### config.mk
export PLATFORM = sky130hd
export DESIGN_NAME = mbus_seq
export DESIGN_NICKNAME = d
export VERILOG_FILES = /design/src/rtl/mbus_pkg.sv /design/src/rtl/mbus_phase.sv /design/src/rtl/mbus_rdcap.sv /design/src/rtl/mbus_seq.sv
export SDC_FILE = /design/constraint.sdc
export NUM_CORES = 1
export LEC_CHECK = 0
export BUFFER_PORTS_ARGS = -buffer_cell sky130_fd_sc_hd__buf_2
export CAP_MARGIN = 20
export CELL_PAD_IN_SITES_DETAIL_PLACEMENT = 2
export CELL_PAD_IN_SITES_GLOBAL_PLACEMENT = 2
export CORE_MARGIN = 5
export CORE_UTILIZATION = 29
export CTS_BUF_LIST = sky130_fd_sc_hd__clkbuf_8 sky130_fd_sc_hd__clkbuf_16
export DETAILED_ROUTE_END_ITERATION = 10
export PLACE_DENSITY_LB_ADDON = 0.1
export SYNTH_ARGS = -nofsm -noshare
export SYNTH_HDL_FRONTEND = slang
export SYNTH_SLANG_ARGS = --single-unit
### constraint.sdc
create_clock -name clk -period 2.03 [get_ports clk]
set_input_delay 0.203 -clock clk [delete_from_list [all_inputs] [get_ports clk]]
set_output_delay 0.203 -clock clk [all_outputs]
set_load 0.05 [all_outputs]
### src/rtl/mbus_pkg.sv
package mbus_pkg;

    localparam int unsigned ADDR_W = 13;
    localparam int unsigned DATA_W = 8;
    localparam int unsigned HI_W   = ADDR_W - DATA_W;

    // Transfer carried by the current bus cycle
    typedef struct packed {
        logic              live;      // came from a core request (not dummy)
        logic              write;
        logic              fetch;     // qualified opcode fetch
        logic              internal;
        logic [ADDR_W-1:0] addr;
        logic [DATA_W-1:0] wdata;
    } xfer_t;

    // Registered pin image
    typedef struct packed {
        logic              as_p;
        logic              ds_p;
        logic              rw_p;
        logic              li_p;
        logic              oe_p;
        logic [DATA_W-1:0] lane;
        logic [HI_W-1:0]   hi;
        logic              taken;
    } pins_t;

endpackage

### src/rtl/mbus_phase.sv
module mbus_phase #(
    parameter int unsigned CYC_LEN = 5,
    localparam int unsigned PH_W   = (CYC_LEN > 1) ? $clog2(CYC_LEN) : 1
) (
    input  logic            clk,
    input  logic            rst_n,
    input  logic            hold,
    output logic [PH_W-1:0] ph_next,
    output logic            run_next,
    output logic            start_next,
    output logic            last_now
);

    localparam logic [PH_W-1:0] PH_LAST = PH_W'(CYC_LEN - 1);

    typedef struct packed {
        logic [PH_W-1:0] ph;
        logic            run;
    } ph_state_t;

    ph_state_t st_d, st_q;
    logic      edge_end;

    always_comb begin
        st_d       = st_q;
        start_next = 1'b0;
        edge_end   = !st_q.run || (st_q.ph == PH_LAST);
        if (edge_end) begin
            st_d.ph = '0;
            if (hold) begin
                st_d.run = 1'b0;
            end else begin
                st_d.run   = 1'b1;
                start_next = 1'b1;
            end
        end else begin
            st_d.ph = st_q.ph + 1'b1;
        end
    end

    always_ff @(posedge clk) begin
        if (!rst_n) begin
            st_q <= '0;
        end else begin
            st_q <= st_d;
        end
    end

    assign ph_next  = st_d.ph;
    assign run_next = st_d.run;
    assign last_now = st_q.run && (st_q.ph == PH_LAST);

endmodule

### src/rtl/mbus_rdcap.sv
module mbus_rdcap #(
    parameter int unsigned DATA_W = 8
) (
    input  logic              clk,
    input  logic              rst_n,
    input  logic              fire,
    input  logic [DATA_W-1:0] lane_in,
    output logic [DATA_W-1:0] rd_data,
    output logic              rd_valid
);

    typedef struct packed {
        logic [DATA_W-1:0] data;
        logic              vld;
    } cap_t;

    cap_t cap_d, cap_q;

    always_comb begin
        cap_d     = cap_q;
        cap_d.vld = fire;
        if (fire) begin
            cap_d.data = lane_in;
        end
    end

    always_ff @(posedge clk) begin
        if (!rst_n) begin
            cap_q <= '0;
        end else begin
            cap_q <= cap_d;
        end
    end

    assign rd_data  = cap_q.data;
    assign rd_valid = cap_q.vld;

endmodule

### src/rtl/mbus_seq.sv
module mbus_seq
    import mbus_pkg::*;
#(
    parameter int unsigned CYC_LEN  = 5,
    parameter int unsigned AS_LAST  = 1,
    parameter int unsigned ADR_LAST = 2,
    parameter int unsigned DS_FIRST = 3
) (
    input  logic              clk,
    input  logic              rst_n,
    input  logic              hold,
    input  logic              req_valid,
    input  logic              req_write,
    input  logic              req_fetch,
    input  logic              req_intr,
    input  logic              req_internal,
    input  logic [ADDR_W-1:0] req_addr,
    input  logic [DATA_W-1:0] req_wdata,
    output logic              req_taken,
    output logic              bus_as,
    output logic              bus_ds,
    output logic              bus_rw,
    output logic              bus_li,
    output logic [DATA_W-1:0] lane_out,
    output logic              lane_oe,
    input  logic [DATA_W-1:0] lane_in,
    output logic [HI_W-1:0]   addr_hi,
    output logic [DATA_W-1:0] rd_data,
    output logic              rd_valid
);

    localparam int unsigned PH_W = (CYC_LEN > 1) ? $clog2(CYC_LEN) : 1;
    localparam logic [PH_W-1:0] AS_END  = PH_W'(AS_LAST);
    localparam logic [PH_W-1:0] ADR_END = PH_W'(ADR_LAST);
    localparam logic [PH_W-1:0] DS_BEG  = PH_W'(DS_FIRST);

    logic [PH_W-1:0] ph_d;
    logic            run_d;
    logic            start_d;
    logic            last_q;
    logic            cap_fire;

    xfer_t cur_d, cur_q;
    pins_t pins_d, pins_q;

    mbus_phase #(.CYC_LEN(CYC_LEN)) u_phase (
        .clk        (clk),
        .rst_n      (rst_n),
        .hold       (hold),
        .ph_next    (ph_d),
        .run_next   (run_d),
        .start_next (start_d),
        .last_now   (last_q)
    );

    // Next-state logic for the transfer latch and the pin image
    always_comb begin
        cur_d = cur_q;
        if (start_d) begin
            if (req_valid) begin
                cur_d.live     = 1'b1;
                cur_d.write    = req_write;
                cur_d.fetch    = req_fetch && !req_write && !req_intr;
                cur_d.internal = req_internal;
                cur_d.addr     = req_addr;
                cur_d.wdata    = req_wdata;
            end else begin
                cur_d.live     = 1'b0;
                cur_d.write    = 1'b0;
                cur_d.fetch    = 1'b0;
                cur_d.internal = 1'b0;
            end
        end

        pins_d       = '0;
        pins_d.rw_p  = 1'b1;
        pins_d.lane  = cur_d.addr[DATA_W-1:0];
        pins_d.hi    = cur_d.addr[ADDR_W-1:DATA_W];
        pins_d.taken = start_d && req_valid;
        if (run_d) begin
            pins_d.as_p = (ph_d <= AS_END);
            pins_d.ds_p = (ph_d >= DS_BEG);
            pins_d.rw_p = !cur_d.write;
            pins_d.li_p = cur_d.fetch;
            if (ph_d <= ADR_END) begin
                pins_d.oe_p = 1'b1;
            end else if ((ph_d >= DS_BEG) && cur_d.write && !cur_d.internal) begin
                pins_d.oe_p = 1'b1;
                pins_d.lane = cur_d.wdata;
            end
        end
    end

    always_ff @(posedge clk) begin
        if (!rst_n) begin
            cur_q       <= '0;
            pins_q      <= '0;
            pins_q.rw_p <= 1'b1;
        end else begin
            cur_q  <= cur_d;
            pins_q <= pins_d;
        end
    end

    assign cap_fire = last_q && cur_q.live && !cur_q.write && !cur_q.internal;

    mbus_rdcap #(.DATA_W(DATA_W)) u_rdcap (
        .clk      (clk),
        .rst_n    (rst_n),
        .fire     (cap_fire),
        .lane_in  (lane_in),
        .rd_data  (rd_data),
        .rd_valid (rd_valid)
    );

    assign bus_as    = pins_q.as_p;
    assign bus_ds    = pins_q.ds_p;
    assign bus_rw    = pins_q.rw_p;
    assign bus_li    = pins_q.li_p;
    assign lane_oe   = pins_q.oe_p;
    assign lane_out  = pins_q.lane;
    assign addr_hi   = pins_q.hi;
    assign req_taken = pins_q.taken;

endmodule

; Word-level counts from Yosys, hierarchy flattened
; Index checks and enable logic that the tools add are counted.
; Widths: inputs -> output; s select.
[word_totals]
register_bits = 57
latch_bits = 0
ramBits = 0
rom_bits = 0
in_bits = 37
output_inout_bits = 28
elab_cells = 52
memories = 0
[op_classes]
add_sub_neg = 1
n_mul = 0
div = 0
order_cmp = 3
n_eq_ne = 1
shift = 0
n_mux = 11
bitwise_logic = 0
reduce_logical = 18
[op_table]
columns = op, count
row1 = $mux 24, 1
row2 = $mux 21, 1
row3 = $mux 8, 2
row4 = $logic_and 1x1->1, 9
row5 = $mux 9, 1
row6 = $logic_not 1->1, 7
row7 = $mux 1, 4
row8 = $mux 4, 1
row9 = $add 3x1->3 const B, 1
row10 = $eq 3x3->1 const B, 1
row11 = $ge 3x2->1 const B, 1
row12 = $le 3x1->1 const B, 1
row13 = $le 3x2->1 const B, 1
row14 = $mux 3, 1
row15 = $reduce_and 2->1, 1
row16 = $logic_or 1x1->1, 1

; Depth between registers and ports, before layout
; Gate-level depths: netlist of run 1.
[logic_depth]
ltp_word = 10
depth_mapped = 7
ltp_nobuf = 6

; Modules after synthesis
; Synthesis of run 1 repeated with hierarchy kept, for this count alone.
[unflattened]
cells_unflattened = 203
hier_area_um2 = 2119.5
[by_module_without_submodules]
columns = mod, n_inst, cells_each, area_per_inst_um2, seq_area_each_um2
row1 = mbus_seq, 1, 153, 1584.0, 780.7
row2 = mbus_rdcap, 1, 27, 329.1, 180.2
row3 = mbus_phase, 1, 23, 206.4, 80.1

; Worst setup path before layout of run 1
; OpenSTA, ideal clock, no wires.
[synth_path]
path_kind = flip-flop to flip-flop
startpoint = register u_phase.st_q[1] (netlist bit)
endpoint = register pins_q, in the netlist lane_out[0]
setup_time_ns = 0.076
arrival_ns = 1.618
required_ns = 1.954
path_slack_ns = 0.336
path_stages_with_launch = 8
n_path_buf = 1
synth_period_minus_slack_ns = 1.694
cell_sequence = dfxtp_1 > inv_1 > ha_1 > a21boi_1 > o21ai_1 > or3_1 > buf_2 > o22ai_1
[synth_via]
elab_chain_cells = 9
elab_cells_between_ends = 15
cone_classes = 1 x add/sub / 2 x order compare / 1 x eq/ne / 7 x mux / 4 x reduce/logical
[synth_rtl]
columns = item, line
row1 = start: declaration, mbus_phase.sv:21  ; ph_state_t st_d, st_q;
row2 = start signal: assignment, mbus_phase.sv:45  ; st_q <= st_d;
row3 = branches (longest 8 deep; another with $add 3x1->3), --
row4 = $mux 8 (*), mbus_seq.sv:80  ; if (run_d) begin
row5 = end signal: assignment, mbus_seq.sv:101  ; pins_q <= pins_d;
row6 = end: declaration, mbus_seq.sv:44  ; pins_t pins_d, pins_q;
; Mark *: on every way between the ends.
; A chain may end at the register's enable or synchronous reset.

; Final worst setup path of run 1
; Ends and elaborated chain as after synthesis.

==> insert_results.sql, run 1 <==
INSERT INTO impl_metrics (metric_group, metric, value, unit) VALUES
('run_status', 'outcome', 'complete, no violations', ''),
('worst_setup_path', 'critical-path-slowest-cell', 'dfxtp_1', ''),
('clock_tree', 'tritoncts_clock_tree', 'yes', ''),
('synth', 'syn_nets', '216', ''),
('synth', 'synth.area.top_cells', 'dfxtp_1 (57%), mux2i_1 (16%), nor2_1 (7.6%)', ''),
('floorplanning', 'fp-row-count', '29', ''),
('route', 'drtPass1Iterations', '3', ''),
('synth', 'synth-seq-area-share', '56.8', '%'),
('synth', 'synth_edf_count', '0', ''),
('layout', 'ant_diodes', '0', ''),
('placed_design', 'numPortBuffers', '64', ''),
('grt', 'grt_most_used_layer', 'met2', ''),
('layout', 'most-common-layout-cells', 'buf_2 (64), dfxtp_1 (52), nor2_1 (37)', ''),
('worst_setup_path', 'endpoint_kind', 'register', ''),
('route', 'vias', '1470', ''),
('clock_tree', 'clk_pin_slew_worst_paths', '90', 'ps'),
('worst_setup_path', 'reg2reg_depth', '8', ''),
('worst_setup_path', 'timing.rr.end', 'lane_out[0]', ''),
('clock_tree', 'htree_num_levels', '2', ''),
('power', 'powerDensity', '849', 'nW/µm²'),
('grt', 'antenna_found_initial', '0', ''),
('layout', 'syn2layout_area_growth', '28.4', '%'),
('route', 'wirelength', '4.99', 'mm'),
('clock_tree', 'max-clock-path-buffers', '2', ''),
('route', 'avgViaCountPerCell', '4.61', ''),
('power', 'vdd_drop_max', '0.427', 'mV'),
('layout', 'final_net_count', '280', ''),
('clock_tree', 'cts-buffers-inserted', '5', ''),
('layout', 'layout-drive-gt1-share', '33.1', '%'),
('route', 'postRouteAntennaNets', '0', ''),
('grt', 'global_route.overflow_total', '0', ''),
('clock_tree', 'clkLatencyLatePin', '300', 'ps'),
('route', 'routed_len_inst', '15.7', 'µm'),
('sta', 'worst_slew_pin_slew', '447', 'ps'),
('hold_path', 'worstHoldPathType', 'in2reg', ''),
('synth', 'syn_avg_cell_area', '10.4', 'µm²'),
('grt', 'grtUsageTotal', '13.2', '%'),
('clock_tree', 'clock-sinks', '52', ''),
('layout', 'layout_commonest_cell', 'buf_2', ''),
('job', 'reported_max_cap_violation_count', '0', ''),
('synth', 'gate_count_post_synth', '177', ''),
('synth', 'post_synth_instance_area', '1830', 'µm²'),
('sta', 'rsz0062_at_grt', 'false', ''),
('worst_setup_path', 'regToRegSetupSlack', '160', 'ps'),
('sta', 'timing.final.setup_violations', '0', ''),
('layout', 'filler_cell_count', '710', ''),
('sta', 'hold_violations', '0', ''),
('clock_tree', 'number_of_resized_instances_in_the_post_cts_repair_step', '0', ''),
('grt', 'grt_pass1_vias', '1631', ''),
('synth', 'synth_warnings', '0', ''),
('worst_setup_path', 'required_time_of_the_worst_setup_path', '2210', 'ps'),
('grt', 'gr-usage-met3', '4.06', '%'),
('grt', 'use_met1', '14.5', '%'),
('placed_design', 'hpwl', '3.80', 'mm'),
('worst_setup_path', 'critPathMaxStageDelay', '350', 'ps'),
('floorplanning', 'fp.dieArea', '8010', 'µm²'),
('hold_path', 'min_delay_path_depth', '3', ''),
('sta', 'finalClockSkew', '5.96', 'ps'),
('worst_setup_path', 'crit_arrival', '2050', 'ps'),
('worst_setup_path', 'worst_setup_path_start_kind', 'register', ''),
('placed_design', 'gp_congestion', '0.744', ''),
('synth', 'synth_largest_type_area_fraction', '56.8', '%'),
('floorplanning', 'initial_core_util', '29.4', '%'),
('route', 'drcViolationCount', '0', ''),
('sta', 'timing.fmax', '0.536', 'GHz'),
('worst_setup_path', 'worst-path-max-fanout', '22', ''),
('layout', 'multi_input_combinational_cell_area', '708', 'µm²'),
('synth', 'async_reset_ff_share', '0', '%'),
('grt', 'grt_first_pass_wirelength', '7.99', 'mm'),
('worst_setup_path', 'crit_path_cell_trace', 'inv_1 -> ha_1 -> a21boi_2 -> buf_4 -> nor3b_4 -> buf_12 -> mux2i_1 -> o22ai_1', ''),
('clock_tree', 'root_buffer', 'clkbuf_8', '');
==> metrics by stage <==
step | cell area [µm²] | utilization [%] | setup WS (ps) | power, mW | std cells
2_1_floorplan | 1830 | - | 336 | 1.24 | 177
3_3_place_gp | 2240 | 35.9 | 286 | 1.31 | 311
3_5_place_dp | 2240 | 35.9 | 147 | 1.33 | 311
4_1_cts | 2350 | 37.7 | 90.2 | 2.04 | 319
5_1_grt | 2350 | 37.7 | 19.8 | 2.10 | 319
6_report | 2350 | 37.7 | 163 | 2.00 | 319
==> cell type report <==
class	count	share of cell area (%)
flip-flops and latches	52	44.2
multi-input cells	107	30.1
repair buffers	70	16.1
well taps	77	4.09
clock buffers	5	2.92
clock inverters	3	1.81
inverters	5	0.797
==> state kept, by name (all words and copies together), names as in the netlist <==
name	cells
cur_q	25
lane_out	8
u_rdcap.rd_data	8
u_phase.st_q	4
bus_as	1
bus_ds	1
bus_li	1
bus_rw	1
lane_oe	1
req_taken	1
u_rdcap.rd_valid	1
==> how the worst max path moves through the flow <==
stage | endpoint | slack [ps] | depth (start not counted) | startpoint
6_report | lane_out[0] | 160 | 8 | u_phase.st_q[1]
5_1_grt | lane_out[5] | 20 | 8 | u_phase.st_q[1]
4_1_cts | lane_out[3] | 90 | 6 | u_phase.st_q[1]
3_5_place_dp | lane_out[1] | 150 | 6 | u_phase.st_q[1]
3_3_place_gp | lane_out[2] | 290 | 6 | u_phase.st_q[1]
2_1_floorplan | lane_out[0] | 340 | 7 | u_phase.st_q[1]
==> cell families (layout without fill, tap and decap cells) <==
family / Yosys count / count (layout) / synth area share (%)
multiplexers: 30 / 30 / 16.4
buffers and inverters: 18 / 83 / 5.12
XOR/XNOR: 1 / 1 / 0.478
AND/OR/NAND/NOR: 54 / 54 / 13.4
flip-flops: 52 / 52 / 56.8
AO/OA/AOI/OAI: 20 / 20 / 6.42
adder cells (fa/ha/maj): 2 / 2 / 1.36
==> power breakdown <==
| group | internal [mW] | switching, mW | total (mW) | leakage (nW) |
|---|---|---|---|---|
| sequential | 1.05 | 0.0135 | 1.07 | 0.423 |
| clock | 0.368 | 0.332 | 0.699 | 0.0599 |
| combinational | 0.0832 | 0.147 | 0.230 | 0.640 |
==> cell usage after synthesis (2+ instances only) <==
library cell   n
dfxtp_1       52
nor2_1        37
mux2i_1       30
o22ai_1        8
buf_4          6
clkbuf_1       4
inv_1          4
o21ai_0        4
a21oi_1        3
buf_2          3
nand2_1        3
nand3_1        3
and3_1         2
ha_1           2
nor2b_1        2
nor4bb_1       2
o21ai_1        2
==> critical path: cells and delay by family, from the launching register on <==
family | cells | cell delay (ps)
buf+inv | 3 | 470
flops | 1 | 350
mux | 1 | 290
compound gates | 2 | 220
simple gates | 1 | 210
fa+ha+maj | 1 | 180
==> per-layer routing <==
metal  up-vias  share of wire (%)
met1       716                 39
met4         0                1.0
li1        715                  -
met3         5                4.9
met2        34                 55
met5         -                  0
Note: power is estimated with default switching activity, not from simulation.
==> run 2: changes to the inputs <==
Settings changed: CORE_UTILIZATION 29 to 31.
Clock period 2.03 ns to 2.4 ns, I/O delays scaled along.
==> run 2 against run 1 <==
Via count down 2.0%. Flip-flop and latch count unchanged. Cell count down 1.3%. Non-clock buffer count down 2. Routed wire length down 4.2%. Combinational power down 18%. Fmax down 15%. Global-route usage up 0.27 points. Die area down 5.7%. Sequential power down 16%. Clock skew down 1.1 ps. Critical endpoint is now lane_out[1].
==> insert_results.sql, run 2 (synthesis results as in run 1) <==
INSERT INTO impl_metrics (metric_group, metric, value, unit) VALUES
('sta', 'hold_violations', '0', ''),
('grt', 'grt_start_max_net_pins', '37', ''),
('worst_setup_path', 'required_time_of_the_worst_setup_path', '2620', 'ps'),
('hold_path', 'worstHoldPathType', 'in2reg', ''),
('clock_tree', 'clock-sinks', '52', ''),
('route', 'routed_len_inst', '15.2', 'µm'),
('clock_tree', 'clkLatencyLatePin', '300', 'ps'),
('floorplanning', 'design.portCount', '65', ''),
('clock_tree', 'clk_pin_slew_worst_paths', '90', 'ps'),
('layout', 'layout_commonest_cell', 'buf_2', ''),
('layout', 'syn2layout_area_growth', '25.6', '%'),
('worst_setup_path', 'crit_arrival', '2420', 'ps'),
('placed_design', 'hpwl', '3.64', 'mm'),
('worst_setup_path', 'crit_path_cell_trace', 'inv_1 -> ha_1 -> a21boi_1 -> o21ai_1 -> or3_1 -> o22ai_1', ''),
('clock_tree', 'max-clock-path-buffers', '2', ''),
('grt', 'grtUsageTotal', '13.4', '%'),
('grt', 'grt_pass1_vias', '1687', ''),
('sta', 'total_negative_slack_for_setup_checks', '0', 'ps'),
('clock_tree', 'tritoncts_clock_tree', 'yes', ''),
('floorplanning', 'floorplan.die.height', '86.9', 'µm'),
('power', 'powerDensity', '694', 'nW/µm²'),
('sta', 'post-route-period-util', '91.6', '%'),
('worst_setup_path', 'critical-path-slowest-cell', 'or3_1', ''),
('worst_setup_path', 'endpoint_kind', 'register', ''),
('sta', 'slew_headroom', '63.4', '%'),
('sta', 'period_needed', '2200', 'ps'),
('grt', 'global_route.overflow_total', '0', ''),
('clock_tree', 'root_buffer', 'clkbuf_8', ''),
('grt', 'antenna_found_initial', '0', ''),
('power', 'p_leak', '1.10', 'nW'),
('sta', 'finalClockSkew', '4.89', 'ps'),
('power', 'vdd_drop_max', '0.258', 'mV'),
('route', 'vias', '1441', ''),
('route', 'initialDrtViolationCount', '22', ''),
('job', 'reported_max_cap_violation_count', '0', ''),
('sta', 'final-max-slew-violation-count', '0', ''),
('placed_design', 'numPortBuffers', '64', ''),
('layout', 'top_register', 'cur_q', ''),
('clock_tree', 'hold_buf_cts', '0', ''),
('floorplanning', 'core_area', '5850', 'µm²'),
('layout', 'layout-drive-gt1-share', '32.1', '%'),
('layout', 'final_net_count', '278', ''),
('floorplanning', 'fp-row-count', '28', ''),
('floorplanning', 'initial_core_util', '31.3', '%'),
('layout', 'finished_core_util', '39.3', '%'),
('layout', 'filler_cell_count', '668', ''),
('floorplanning', 'fp.dieArea', '7550', 'µm²'),
('worst_setup_path', 'path_class', 'reg2reg', ''),
('floorplanning', 'fp.dieW', '86.9', 'µm'),
('clock_tree', 'cts-buffers-inserted', '5', ''),
('route', 'postRouteAntennaNets', '0', ''),
('worst_setup_path', 'critPathMaxStageDelay', '550', 'ps'),
('route', 'drcViolationCount', '0', ''),
('layout', 'most-common-layout-cells', 'buf_2 (64), dfxtp_1 (52), nor2_1 (37)', ''),
('route', 'wirelength', '4.79', 'mm'),
('placed_design', 'gp_congestion', '0.722', ''),
('sta', 'timing.final.setup_violations', '0', ''),
('worst_setup_path', 'worst_setup_path_start_kind', 'register', ''),
('route', 'avgViaCountPerCell', '4.57', ''),
('route', 'drtPass1Iterations', '3', ''),
('layout', 'ant_diodes', '0', ''),
('sta', 'rsz0062_at_grt', 'false', ''),
('clock_tree', 'number_of_resized_instances_in_the_post_cts_repair_step', '0', ''),
('clock_tree', 'post_cts_repair_timing_setup_buffer_count', '0', ''),
('grt', 'grt_first_pass_wirelength', '7.99', 'mm'),
('sta', 'worst_slew_pin_slew', '547', 'ps'),
('run_status', 'outcome', 'complete, no violations', ''),
('worst_setup_path', 'regToRegSetupSlack', '200', 'ps'),
('clock_tree', 'htree_num_levels', '2', ''),
('layout', 'largest_register_ff_count', '25', ''),
('sta', 'timing.fmax', '0.455', 'GHz'),
('worst_setup_path', 'worst-path-max-fanout', '8', '');
-- run 2: critical path, delay by kind of cell, from the launching register on --
| kind | cells | cell delay, ps |
|---|---|---|
| AOI/OAI and AO/OA | 3 | 910 |
| adders and majority gates | 1 | 210 |
| buffers and inverters | 1 | 60 |
| DFF | 1 | 390 |
| and+or+nand+nor | 1 | 550 |
-- run 2: final cells by class --
type	instances	area (µm²)	area share (%)
clock buffers	6	82.6	3.59
clock inverters	2	11.3	0.489
inverters	5	18.8	0.815
multi-input cells	107	704	30.6
flip-flops and latches	52	1040	45.2
well taps	75	93.8	4.08
repair buffers	68	350	15.2
-- run 2: metal layers --
metal	global-route usage, %	share of wire (%)	wire, µm	vias to the layer above
li1	-	-	-	712
met1	15.0	40	1930	687
met2	24.2	53	2550	34
met3	3.69	4.6	221	8
met4	4.82	1.7	80	0
met5	0	0	0	-
-- run 2: final timing paths --
kind                                       from                 end  cells after the start
worst max-delay path            u_phase.st_q[1]         lane_out[1]                      6
worst min-delay path                 lane_in[4]  u_rdcap.rd_data[4]                      3
worst max register to register  u_phase.st_q[1]         lane_out[1]                      6
worst min register to register  u_phase.st_q[1]     u_phase.st_q[1]                      1
-- run 2: metrics by stage --
| step | cells | total power, mW | setup slack (ps) | cell area, µm² | hold slack [ps] |
|---|---|---|---|---|---|
| final | 315 | 1.60 | 202 | 2300 | 179 |
| after global routing | 315 | 1.68 | 27.1 | 2300 | 174 |
| after CTS | 315 | 1.63 | 182 | 2300 | 173 |
| after detailed placement | 307 | 1.12 | 238 | 2210 | 462 |
| after global placement | 307 | 1.11 | 389 | 2210 | 447 |
| after floorplan | 177 | 1.05 | 706 | 1830 | 354 |
-- run 2: report_power, final --
group	switching, mW	total (mW)	internal (mW)
Combinational	0.121	0.188	0.0670
Clock	0.275	0.506	0.231
Sequential	0.0108	0.903	0.892
Total	0.407	1.60	1.19
==> run 3: changes to the inputs <==
Settings changed: REMOVE_ABC_BUFFERS from default to 1, SETUP_SLACK_MARGIN from default to 0.05.
==> run 3 against run 2 <==
Clock power about the same. Worst setup slack improved by 130 ps. Via count increased by 1.2%. Critical path depth unchanged. Combinational power about the same. Largest cell class unchanged. Cell area decreased by 0.33%.
==> insert_results.sql, run 3 (synthesis results as in run 1) <==
INSERT INTO impl_metrics (metric_group, metric, value, unit) VALUES
('power', 'vdd_drop_max', '0.233', 'mV'),
('floorplanning', 'core_area', '5850', 'µm²'),
('clock_tree', 'hold_buf_cts', '0', ''),
('clock_tree', 'clk_pin_slew_worst_paths', '90', 'ps'),
('sta', 'hold_violations', '0', ''),
('placed_design', 'hpwl', '3.69', 'mm'),
('worst_setup_path', 'worst-path-max-fanout', '8', ''),
('grt', 'antenna_found_initial', '0', ''),
('sta', 'finalClockSkew', '3.80', 'ps'),
('grt', 'grtUsageTotal', '13.6', '%'),
('layout', 'layout_commonest_cell', 'buf_2', ''),
('route', 'routed_len_inst', '15.4', 'µm'),
('clock_tree', 'cts-buffers-inserted', '5', ''),
('worst_setup_path', 'endpoint_kind', 'register', ''),
('placed_design', 'numPortBuffers', '64', ''),
('job', 'reported_max_cap_violation_count', '0', ''),
('grt', 'grt_first_pass_wirelength', '7.96', 'mm'),
('run_status', 'outcome', 'complete, no violations', ''),
('placed_design', 'placement.cell_area', '2200', 'µm²'),
('layout', 'ant_diodes', '0', ''),
('sta', 'timing.fmax', '0.483', 'GHz'),
('clock_tree', 'max-clock-path-buffers', '2', ''),
('clock_tree', 'number_of_resized_instances_in_the_post_cts_repair_step', '0', ''),
('route', 'initialDrtViolationCount', '24', ''),
('power', 'p_leak', '1.10', 'nW'),
('clock_tree', 'htree_num_levels', '2', ''),
('floorplanning', 'floorplan.die.height', '86.9', 'µm'),
('worst_setup_path', 'path_class', 'reg2reg', ''),
('clock_tree', 'tritoncts_clock_tree', 'yes', ''),
('clock_tree', 'post_cts_repair_timing_setup_buffer_count', '0', ''),
('layout', 'filler_cell_count', '647', ''),
('clock_tree', 'root_buffer', 'clkbuf_8', ''),
('floorplanning', 'fp-row-count', '28', ''),
('floorplanning', 'fp.dieArea', '7550', 'µm²'),
('worst_setup_path', 'worst_setup_path_start_kind', 'register', ''),
('route', 'vias', '1459', ''),
('layout', 'most-common-layout-cells', 'buf_2 (64), dfxtp_1 (52), nor2_1 (37)', ''),
('route', 'postRouteAntennaNets', '0', ''),
('worst_setup_path', 'crit_path_cell_trace', 'inv_1 -> ha_1 -> a21boi_1 -> o21ai_1 -> or3_1 -> o22ai_1', ''),
('layout', 'syn2layout_area_growth', '25.2', '%'),
('worst_setup_path', 'critical-path-slowest-cell', 'or3_1', ''),
('sta', 'final-max-slew-violation-count', '0', ''),
('layout', 'multi_input_combinational_cell_area', '704', 'µm²'),
('grt', 'global_route.overflow_total', '0', ''),
('worst_setup_path', 'required_time_of_the_worst_setup_path', '2620', 'ps'),
('grt', 'grt_pass1_vias', '1721', ''),
('sta', 'timing.final.setup_violations', '0', ''),
('layout', 'layout.area.seq', '1040', 'µm²'),
('floorplanning', 'design.portCount', '65', ''),
('sta', 'worst_slew_pin_slew', '648', 'ps'),
('sta', 'post-route-period-util', '86.2', '%'),
('worst_setup_path', 'crit_family', 'compound AO/OA/AOI/OAI gates', ''),
('floorplanning', 'initial_core_util', '31.3', '%'),
('power', 'power.total', '1.59', 'mW'),
('clock_tree', 'clock-sinks', '52', ''),
('grt', 'grt_start_max_net_pins', '38', ''),
('layout', 'final_net_count', '277', ''),
('layout', 'largest_register_ff_count', '25', ''),
('route', 'wirelength', '4.83', 'mm'),
('layout', 'top_register', 'cur_q', ''),
('layout', 'finalInstanceArea', '2290', 'µm²'),
('worst_setup_path', 'critPathBufInv', '1', ''),
('hold_path', 'worstHoldPathType', 'in2reg', ''),
('worst_setup_path', 'critPathMaxStageDelay', '540', 'ps'),
('route', 'avgViaCountPerCell', '4.65', ''),
('route', 'drtPass1Iterations', '4', ''),
('route', 'drcViolationCount', '0', ''),
('sta', 'slew_headroom', '56.8', '%'),
('layout', 'finished_core_util', '39.2', '%'),
('floorplanning', 'fp.dieW', '86.9', 'µm'),
('clock_tree', 'clkLatencyLatePin', '300', 'ps'),
('worst_setup_path', 'crit_arrival', '2290', 'ps'),
('power', 'powerDensity', '694', 'nW/µm²'),
('sta', 'period_needed', '2070', 'ps'),
('placed_design', 'gp_congestion', '0.667', ''),
('layout', 'layout-drive-gt1-share', '31.8', '%'),
('sta', 'rsz0062_at_grt', 'false', '');
-- run 3: cell types whose count changed in the layout (fill, tap and decap cells not counted), sizes merged --
cell	before	now
buf	68	67
-- run 3: area by class of cell --
class | count | area share [%]
Sequential cell | 52 | 45.4
Multi-Input combinational cell | 107 | 30.7
Timing Repair Buffer | 67 | 14.9
Tap cell | 75 | 4.09
Clock buffer | 6 | 3.60
Inverter | 5 | 0.818
Clock inverter | 2 | 0.491
-- run 3: worst paths after layout --
path                              to            start  cells after the start  slack (ps)
setup / recovery         lane_out[0]  u_phase.st_q[1]                      6         330
hold / removal    u_rdcap.rd_data[6]       lane_in[6]                      3         170
setup reg to reg         lane_out[0]  u_phase.st_q[1]                      6         330
hold reg to reg            cur_q[24]        cur_q[24]                      2         490
-- run 3: tightest hold or removal path: stages --
cell and delay, ps:
buf_2 70, mux2i_1 50, nor2_1 70
-- run 3: metal layers --
layer	GRT usage [%]	vias to the layer above	share of wire (%)
met3	3.88	6	6.4
met1	14.0	702	38
met5	0	-	0
li1	-	708	-
met2	25.7	43	55
met4	5.10	0	1.2
-- run 3: per-stage QoR --
step           hold slack (ps)  setup TNS [ps]  instances  setup slack [ps]
5_1_grt                    180               0        314               149
3_3_place_gp               443               0        306               529
4_1_cts                    166               0        314               308
3_5_place_dp               478               0        306               337
6_report                   174               0        314               332
2_1_floorplan              354           -2610        164              -141
-- run 3: report_power, final --
part,internal [mW],switching [mW]
Sequential,0.892,0.0104
Clock,0.230,0.272
Combinational,0.0660,0.122
